File: src/rtl/bank_hold_reset_pkg.sv
package bank_hold_reset_pkg;
  typedef enum logic [1:0] {
    CH_RUN   = 2'd0,
    CH_HELD  = 2'd1,
    CH_RECOV = 2'd2
  } ch_state_e;
endpackage

File: src/rtl/strobe_sync.sv
module strobe_sync #(
  parameter int WIDTH  = 4,
  parameter int STAGES = 2
) (
  input  logic             clk,
  input  logic             rst_n,
  input  logic [WIDTH-1:0] async_in,
  output logic [WIDTH-1:0] sync_out
);
  logic [WIDTH-1:0] chain [STAGES];

  // Reset to all ones: the strobes are active low, so ones mean idle.
  always_ff @(posedge clk or negedge rst_n) begin
    if (!rst_n) begin
      for (int i = 0; i < STAGES; i++) chain[i] <= '1;
    end else begin
      chain[0] <= async_in;
      for (int i = 1; i < STAGES; i++) chain[i] <= chain[i-1];
    end
  end

  assign sync_out = chain[STAGES-1];
endmodule

File: src/rtl/bank_channel.sv
module bank_channel
  import bank_hold_reset_pkg::*;
#(
  parameter int HOLD_CYCLES  = 625,
  parameter int RECOV_CYCLES = 94
) (
  input  logic clk,
  input  logic rst_n,
  input  logic all_low,
  input  logic exclusive,
  output logic in_rst,
  output logic clr_pulse,
  output logic init_done,
  output logic data_valid
);
  localparam int CW  = $clog2(HOLD_CYCLES + 1);
  localparam int CWS = (CW < 1) ? 1 : CW;
  localparam int RW  = $clog2(RECOV_CYCLES + 1);
  localparam int RWS = (RW < 1) ? 1 : RW;
  localparam logic [CWS-1:0] HOLD_LAST  = CWS'(HOLD_CYCLES);
  localparam logic [RWS-1:0] RECOV_LAST = RWS'(RECOV_CYCLES);

  ch_state_e      st;
  logic [CWS-1:0] low_cnt;
  logic [RWS-1:0] rec_cnt;
  logic           counting;

  assign counting = all_low && exclusive;

  always_ff @(posedge clk or negedge rst_n) begin
    if (!rst_n) begin
      st         <= CH_RUN;
      low_cnt    <= '0;
      rec_cnt    <= '0;
      in_rst     <= 1'b0;
      clr_pulse  <= 1'b0;
      init_done  <= 1'b0;
      data_valid <= 1'b1;
    end else begin
      clr_pulse <= 1'b0;
      unique case (st)
        CH_RUN, CH_RECOV: begin
          if (counting && low_cnt == HOLD_LAST) begin
            // Threshold passed: enter reset; this overrides any recovery in progress.
            st         <= CH_HELD;
            low_cnt    <= '0;
            in_rst     <= 1'b1;
            clr_pulse  <= 1'b1;
            data_valid <= 1'b0;
          end else begin
            low_cnt <= counting ? low_cnt + 1'b1 : '0;
            if (st == CH_RECOV) begin
              if (rec_cnt == RECOV_LAST) begin
                data_valid <= 1'b1;
                st         <= CH_RUN;
              end else begin
                rec_cnt <= rec_cnt + 1'b1;
              end
            end
          end
        end
        CH_HELD: begin
          if (!all_low) begin
            st        <= CH_RECOV;
            in_rst    <= 1'b0;
            init_done <= 1'b1;
            rec_cnt   <= '0;
          end
        end
        default: st <= CH_RUN;
      endcase
    end
  end
endmodule

File: src/rtl/bank_hold_reset.sv
module bank_hold_reset
  import bank_hold_reset_pkg::*;
#(
  parameter int NUM_BANKS    = 2,
  parameter int SYNC_STAGES  = 2,
  parameter int HOLD_CYCLES  = 625,
  parameter int RECOV_CYCLES = 94
) (
  input  logic                 clk,
  input  logic                 rst_n,
  input  logic [NUM_BANKS-1:0] bank_en_n,
  input  logic                 wr_en_n,
  input  logic                 out_en_n,
  output logic [NUM_BANKS-1:0] bank_rst,
  output logic [NUM_BANKS-1:0] stat_clr,
  output logic [NUM_BANKS-1:0] bank_init,
  output logic [NUM_BANKS-1:0] data_ok,
  output logic                 dual_sel_err
);
  localparam int SW = NUM_BANKS + 2;
  localparam int SELW = $clog2(NUM_BANKS + 1);

  logic [SW-1:0]        s_all;
  logic [NUM_BANKS-1:0] s_sel;
  logic                 s_we_n, s_oe_n;
  logic [SELW-1:0]      sel_count;

  strobe_sync #(.WIDTH(SW), .STAGES(SYNC_STAGES)) u_sync (
    .clk      (clk),
    .rst_n    (rst_n),
    .async_in ({bank_en_n, wr_en_n, out_en_n}),
    .sync_out (s_all)
  );

  assign s_sel  = ~s_all[SW-1:2];
  assign s_we_n = s_all[1];
  assign s_oe_n = s_all[0];

  always_comb begin
    sel_count = '0;
    for (int i = 0; i < NUM_BANKS; i++) sel_count = sel_count + SELW'(s_sel[i]);
  end

  always_ff @(posedge clk or negedge rst_n) begin
    if (!rst_n) dual_sel_err <= 1'b0;
    else        dual_sel_err <= (sel_count > SELW'(1));
  end

  for (genvar b = 0; b < NUM_BANKS; b++) begin : g_bank
    bank_channel #(
      .HOLD_CYCLES  (HOLD_CYCLES),
      .RECOV_CYCLES (RECOV_CYCLES)
    ) u_ch (
      .clk        (clk),
      .rst_n      (rst_n),
      .all_low    (s_sel[b] && !s_we_n && !s_oe_n),
      .exclusive  (sel_count == SELW'(1)),
      .in_rst     (bank_rst[b]),
      .clr_pulse  (stat_clr[b]),
      .init_done  (bank_init[b]),
      .data_valid (data_ok[b])
    );
  end
endmodule

File: config.mk
export PLATFORM = sky130hd
export DESIGN_NAME = bank_hold_reset
export DESIGN_NICKNAME = d
export VERILOG_FILES = /design/src/rtl/bank_hold_reset_pkg.sv /design/src/rtl/strobe_sync.sv /design/src/rtl/bank_channel.sv /design/src/rtl/bank_hold_reset.sv
export SDC_FILE = /design/constraint.sdc
export NUM_CORES = 1
export LEC_CHECK = 0
export BUFFER_PORTS_ARGS = -buffer_cell sky130_fd_sc_hd__buf_2
export CORE_AREA = 8 8 72 121
export DETAILED_ROUTE_END_ITERATION = 7
export DIE_AREA = 0 0 80 129
export HOLD_SLACK_MARGIN = 0.12
export PLACE_DENSITY = 0.59
export SYNTH_ARGS = -nofsm -noshare
export SYNTH_HDL_FRONTEND = slang
export SYNTH_SLANG_ARGS = --single-unit
File: constraint.sdc
create_clock -name clk -period 3 [get_ports clk]
set_input_delay 0.3 -clock clk [delete_from_list [all_inputs] [get_ports clk]]
set_output_delay 0.3 -clock clk [all_outputs]
set_load 0.05 [all_outputs]
==> flow_metrics.py, run 1 <==
metrics = {
    "clocking": {
        "h-tree-depth": 2,
        "cts_sinks": 55,
        "cts_tree": "done",
        "clkLatencyLatePin_ns": 0.30,
        "post_cts_buffers": 0,
        "clockRootBuffer": "clkbuf_16",
        "cts_buffers": 5,
        "path_clk_slew_ns": 0.07,
        "cts_buffer_depth": 2,
    },
    "die": {
        "core_area_um2": 7079,
        "dieArea_um2": 10320,
        "rows": 41,
        "num_io_pins": 15,
        "die_width_um": 80,
        "die_h_um": 129,
        "initial_core_util": 0.3876,
    },
    "finish": {
        "antenna_cells": 0,
        "fin_nets": 288,
        "syn_to_final_growth_pct": 9.530,
        "post_route_cells_drive_above_1_share": 0.1533,
        "final_cells": 360,
    },
    "synth": {
        "syn_nets": 280,
        "synth_compound_area_frac": 0.1683,
        "yosys.area_share.simple": 0.2079,
        "ys_types": 51,
        "yosysWarnings": 0,
        "synth_top_area_frac": 0.4104,
        "yosysSeqAreaShare": 0.5062,
        "ys.flop_type": "dfrtp_1",
        "netlist_area_um2": 2744,
        "async_reset_ff_frac": 1.000,
        "yosys.area.top_type": "dfrtp_1",
        "synth_top_family_by_area": "simple AND/OR/NAND/NOR gates",
        "synth_area_leaders": "dfrtp_1 (41%), dfstp_2 (9.6%), ha_1 (4.1%)",
        "synth_xor_area_frac": 0.009576,
        "avgSynthCellArea_um2": 10.35,
        "synth_edf_count": 0,
        "syn_inst": 265,
        "synthMuxAreaShare": 0.01094,
        "synth_fa_ha_area_frac": 0.04104,
        "ys_ff_latch": 55,
    },
    "placement": {
        "globalplace.congestion": 0.8020,
        "dp_cells": 348,
        "io_buffers": 14,
        "dp_hpwl_um": 3793,
    },
    "setup_path": {
        "worstPathMaxFanout": 9,
        "cp-end-kind": "flip-flop",
        "slowest_stage": "dfstp_2",
        "path_buf_inv": 1,
        "cp_cell_sequence": "inv_1, ha_1, or4b_1, and4b_1, nor4_1, mux2i_1",
        "start_kind": "flip-flop",
        "critPathTopFamily": "simple AND/OR/NAND/NOR gates",
        "max_stage_delay_ns": 0.55,
        "worstSetupPathType": "flip-flop to flip-flop",
        "cp.required_ns": 3.17,
        "worstPathArrival_ns": 2.49,
        "r2r_setup_slack_ns": 0.68,
    },
    "pwr": {
        "vdd_ir_drop_max_mv": 0.2650,
        "sw_frac_of_total": 0.2171,
        "p_per_area_nw_per_um2": 459.7,
        "p_switching_uw": 299.9,
        "p_seq_frac": 0.548,
        "combPwrFrac": 0.032,
        "p_clk_frac": 0.420,
        "p_int_uw": 1082,
        "total_power_uw": 1382,
        "p_leak_uw": 0.001375,
    },
    "detailed_routing": {
        "drt-total-wl_um": 5284,
        "initialDrtViolationCount": 77,
        "vias": 1953,
        "antenna_left": 0,
        "vias_per_cell": 5.425,
        "avgRoutedWirePerCell_um": 14.68,
        "drt_pre_antenna_iters": 5,
        "drcViolationCount": 0,
    },
    "sta": {
        "final-setup-viol-count": 0,
        "max_freq_ghz": 0.4317,
        "slew_headroom": 0.5481,
        "worst_pin_slew_ns": 0.6779,
        "fin_skew_ns": 0.005131,
        "fin_crit_sh": 0.7722,
        "rsz0062_at_grt": "false",
        "final_max_slew_viol_count": 0,
        "finalCriticalPeriod_ns": 2.317,
        "finalHoldViolations": 0,
        "tns_ns": 0,
    },
    "grt": {
        "grt_remaining_overflow": 0,
        "grt_pass1_wl_um": 9163,
        "track_usage": 0.1128,
        "antenna_found_initial": 0,
        "grt_max_degree": 56,
        "grt_pass1_vias": 1972,
    },
    "hold_path": {
        "min_path_type": "input pin to async pin",
    },
    "outcome": {
        "status": "completed",
    },
    "run": {
        "maxCapViolCount": 0,
    },
}
==> layer usage <==
layer | routed length, µm | global-route usage | vias to the layer above
met4 | 106 | 0.05496 | 0
met3 | 155 | 0.02514 | 8
met2 | 2839 | 0.2066 | 26
met1 | 2184 | 0.1149 | 955
li1 | - | - | 964
met5 | 0 | 0 | -
==> per-stage QoR <==
step	hold slack [ns]	area (µm²)	worst slack [ns]	utilization
finish	0.1196	3005	0.6834	0.4245
floorplan	0.004409	2744	0.9061	-
global placement	0.3464	2820	0.7241	0.3984
global route	0.1957	3005	0.5541	0.4245
CTS	0.1620	3005	0.6669	0.4245
detailed placement	0.3487	2820	0.6795	0.3984
==> timing repair <==
item                      4_1_cts  5_1_grt
gates resized for setup         0        0
hold buffers                    4        0
hold endpoints to repair        4        0
==> kinds of logic (layout without fill, tap and decap cells) <==
group | count (synthesis) | after routing
AND/OR/NAND/NOR | 100 | 100
AO/OA/AOI/OAI | 65 | 65
flip-flops | 55 | 55
buffers and inverters | 30 | 39
adder cells (fa/ha/maj) | 9 | 9
XOR/XNOR | 3 | 3
multiplexers | 3 | 3
==> power by group through the flow <==
stage               clock network, µW  registers [µW]  logic, µW
floorplan                           0             773       16.1
global placement                    0             771       41.9
detailed placement                  0             772       42.3
CTS                               607             757       46.3
global route                      626             758       51.1
finish                            580             758       44.1
==> Yosys cell counts (3+ instances only) <==
cell and instances:
a41oi_1 4, nand3b_1 3, ha_1 9, nor2_1 14, o22ai_1 3, clkbuf_1 4
a21o_1 5, a21oi_1 5, mux2i_1 3, a31oi_1 17, nand2_1 21, nand3_1 16
nor2b_1 4, buf_4 10, nand2b_1 9, dfrtp_1 45, inv_1 12, buf_2 3
and3_1 7, nor3_1 4, and2_1 3, dfstp_2 10, o21ai_0 12, a22o_1 4
==> worst paths after layout <==
| check | to | startpoint | depth (start not counted) |
|---|---|---|---|
| hold reg to reg | u_sync.sync_out[2] | u_sync.chain[6] | 0 |
| setup reg to reg | g_bank[0].u_ch.rec_cnt[5] | u_sync.sync_out[3] | 6 |
| max in group asynchronous | g_bank[1].u_ch.st[0] | rst_n | 2 |
| min in group clk | u_sync.sync_out[2] | u_sync.chain[6] | 0 |
| hold / removal | g_bank[1].u_ch.low_cnt[3] | rst_n | 2 |
| setup / recovery | g_bank[0].u_ch.rec_cnt[5] | u_sync.sync_out[3] | 6 |
==> worst register-to-register path: stages, from the launching register on <==
cell and delay, ns:
dfstp_2 0.55, inv_1 0.05, ha_1 0.28, or4b_1 0.54
and4b_1 0.51, nor4_1 0.13, mux2i_1 0.14
==> state kept, by name, indices dropped and copies added, names as in the netlist <==
signal and flops:
g_bank.u_ch.rec_cnt 14, g_bank.u_ch.in_rst 2, g_bank.u_ch.clr_pulse 2, g_bank.u_ch.st 4, dual_sel_err 1, u_sync.sync_out 4
g_bank.u_ch.data_valid 2, u_sync.chain 4, g_bank.u_ch.init_done 2, g_bank.u_ch.low_cnt 20
==> layout by cell type, fill, tap and decap left out, drive strengths merged, types with 2 or more instances in the layout <==
| cell | n |
|---|---|
| dfrtp | 45 |
| nand2 | 21 |
| a31oi | 18 |
| nand3 | 16 |
| buf | 15 |
| nor2 | 14 |
| o21ai | 14 |
| inv | 13 |
| dfstp | 10 |
| nand2b | 9 |
| ha | 9 |
| and3 | 7 |
| a21oi | 6 |
| clkbuf | 6 |
| a21o | 5 |
| nor2b | 4 |
| nor3 | 4 |
| a41oi | 4 |
| a22o | 4 |
| dlygate4sd3 | 4 |
| and2 | 4 |
| o22ai | 3 |
| mux2i | 3 |
| nand3b | 3 |
| nor4b | 3 |
| nand4 | 3 |
| nor3b | 2 |
| nand4b | 2 |
| xor2 | 2 |
| or3 | 2 |
| nor4 | 2 |
| a21boi | 2 |
| a2bb2oi | 2 |
| o21bai | 2 |
| or4b | 2 |
==> area by class of cell <==
type	instances	area (µm²)
clock buffer	6	128.9
clock inverter	2	16.27
fill	688	4074
inverter	12	45.04
multi-input combinational	180	1201
sequential	55	1389
tap	86	107.6
timing repair buffer	19	117.6
(Power assumes the default switching activity.)
==> run 2: changes to the inputs <==
Settings changed: PLACE_DENSITY 0.59 to 0.61.
Clock period 3 ns to 2 ns, I/O delays scaled along.
==> run 2 against run 1 <==
Net effect:
- the flow now finishes with violations (negative setup slack)
- combinational power increased by 110%
- sequential power increased by 50%
- core utilization increased by 5.0 points
- sequential share of layout area decreased by 4.9 points
- highest routed layer unchanged
- flip-flop and latch count unchanged
- non-clock buffer count increased by 21
- hold slack improved by 0.24 ns
- global-route usage increased by 0.57 points
- largest power group unchanged
- die area unchanged
- routed wire length increased by 9.1%
==> flow_metrics.py, run 2 (synthesized netlist as in run 1, its figures left out) <==
metrics = {
    "grt": {
        "grt_max_degree": 28,
        "grt_pass1_vias": 2125,
        "antenna_found_initial": 0,
        "grt_remaining_overflow": 0,
        "track_usage": 0.1185,
        "grt_pass1_wl_um": 9749,
    },
    "placement": {
        "io_buffers": 14,
        "place_ws_ns": -0.1561,
        "globalplace.congestion": 0.7952,
        "dp_hpwl_um": 4005,
    },
    "die": {
        "dieArea_um2": 10320,
        "num_io_pins": 15,
        "initial_core_util": 0.3876,
        "core_area_um2": 7079,
        "die_h_um": 129,
        "rows": 41,
        "die_width_um": 80,
    },
    "setup_path": {
        "cp.required_ns": 2.19,
        "worstSetupPathType": "flip-flop to flip-flop",
        "slowest_stage": "dfstp_2",
        "start_kind": "flip-flop",
        "critPathTopFamily": "simple AND/OR/NAND/NOR gates",
        "cp_cell_sequence": "inv_2, ha_4, or4b_4, and4b_2, clkbuf_16, nor3_2, a2bb2oi_2",
        "worstPathMaxFanout": 4,
        "max_stage_delay_ns": 0.55,
        "cp-end-kind": "flip-flop",
        "path_buf_inv": 2,
        "worstPathArrival_ns": 2.32,
    },
    "outcome": {
        "status": "finished, violations left",
        "failed_checks": "negative setup slack",
    },
    "finish": {
        "syn_to_final_growth_pct": 22.43,
        "seqCellArea_um2": 1389,
        "regMostFlops": "g_bank.u_ch.low_cnt",
        "fin_nets": 309,
        "top_regs": "g_bank.u_ch.low_cnt (20), g_bank.u_ch.rec_cnt (14)",
        "final_common_cell": "dfrtp_1",
        "post_route_cells_drive_above_1_share": 0.2915,
        "antenna_cells": 0,
        "multiInputGateArea_um2": 1338,
        "n_fill_cell": 663,
        "largest_reg_flops": 20,
        "final_cell_mix": "dfrtp_1 (45), nand2_1 (20), a31oi_1 (17)",
    },
    "run": {
        "maxCapViolCount": 0,
    },
    "pwr": {
        "p_per_area_nw_per_um2": 633.1,
        "vdd_ir_drop_max_mv": 0.4490,
        "p_leak_uw": 0.001510,
        "total_power_uw": 2127,
    },
    "sta": {
        "max_freq_ghz": 0.4694,
        "final_max_slew_viol_count": 0,
        "finalHoldViolations": 0,
        "tns_ns": -2.013,
        "final-setup-viol-count": 27,
        "slew_headroom": 0.6284,
        "fin_skew_ns": 0.009724,
        "finalCriticalPeriod_ns": 2.130,
        "worst_slack_ns": -0.1302,
        "worst_pin_slew_ns": 0.5573,
        "rsz0062_at_grt": "true",
        "fin_crit_sh": 1.065,
    },
    "clocking": {
        "path_clk_slew_ns": 0.08,
        "h-tree-depth": 2,
        "cts_buffer_depth": 2,
        "clkLatencyLatePin_ns": 0.30,
        "cts_tree": "done",
        "cts_sinks": 55,
        "clockRootBuffer": "clkbuf_16",
        "cts_buffers": 5,
    },
    "detailed_routing": {
        "antenna_left": 0,
        "vias": 2055,
        "drt-total-wl_um": 5767,
        "initialDrtViolationCount": 178,
        "drcViolationCount": 0,
        "wl_met1_um": 2326,
        "avgRoutedWirePerCell_um": 15.14,
        "vias_per_cell": 5.394,
        "wl_met2_um": 3099,
        "routed.top_layer": "met4",
        "drt_pre_antenna_iters": 4,
        "dr_wl_met3_um": 161,
    },
    "hold_path": {
        "min_path_type": "flip-flop to flip-flop",
    },
}
## run 2: changes by cell type in the layout (fill, tap and decap cells not counted), moves of 3 or more
cell,previous run,this run
buf_4,1,15
o21ai_0,12,6
buf_6,0,3
nor3_1,4,1
o21ai_1,0,3
## run 2: through the flow
| step | instance area, µm² | std cells | hold slack, ns | util |
|---|---|---|---|---|
| after detailed placement | 2985 | 363 | 0.2082 | 0.4217 |
| after global placement | 2985 | 363 | 0.1981 | 0.4217 |
| final | 3359 | 381 | 0.3560 | 0.4745 |
| after floorplan | 2775 | 265 | -0.09559 | - |
| after CTS | 3256 | 379 | 0.3565 | 0.4599 |
| after global routing | 3359 | 381 | 0.3559 | 0.4745 |
## run 2: worst paths after layout
check / startpoint / endpoint / slack, ns / cells after the start
worst min-delay path: u_sync.chain[6] / u_sync.sync_out[2] / 0.36 / 0
worst max-delay path: u_sync.sync_out[2] / g_bank[0].u_ch.rec_cnt[4] / -0.13 / 7
max in group asynchronous: rst_n / u_sync.chain[6] / 1.00 / 3
worst min register to register: u_sync.chain[6] / u_sync.sync_out[2] / 0.36 / 0
min in group asynchronous: rst_n / g_bank[0].u_ch.rec_cnt[0] / 0.40 / 2
worst max register to register: u_sync.sync_out[2] / g_bank[0].u_ch.rec_cnt[4] / -0.13 / 7
## run 2: where the power goes
| group | leakage [µW] | total (µW) | switching, µW | internal [µW] |
|---|---|---|---|---|
| clock | 0.0000664 | 896 | 427 | 470 |
| combinational | 0.000711 | 93.9 | 51.6 | 42.3 |
| sequential | 0.000732 | 1140 | 7.90 | 1130 |
| total | 0.00151 | 2130 | 486 | 1640 |
## run 2: timing repair
item | in CTS | in global routing
endpoints found under the setup margin | 29 | 34
endpoints found under the hold margin | 22 | 0
gates cloned | 1 | 1
setup buffers | 2 | 2
pin swaps | 4 | 4
hold buffers | 5 | 0
gates resized for setup | 12 | 17
## run 2: area by class of cell
class                           instances  share of cell area
Timing Repair Buffer                   40             0.09870
Inverter                               12             0.01341
Clock inverter                          3            0.007076
Multi-Input combinational cell        180              0.3981
Clock buffer                            5             0.03724
Tap cell                               86             0.03203
Sequential cell                        55              0.4134
## run 2: worst reg2reg max path, stage by stage (launching register included)
cell	delay, ns
dfstp_2	0.55
inv_2	0.04
ha_4	0.25
or4b_4	0.46
and4b_2	0.37
clkbuf_16	0.16
nor3_2	0.04
a2bb2oi_2	0.14
## run 2: routing by layer
layer | up-vias | global-route usage
li1 | 1006 | -
met1 | 1010 | 0.1233
met2 | 25 | 0.2071
met3 | 14 | 0.02793
met4 | 0 | 0.07112
met5 | - | 0
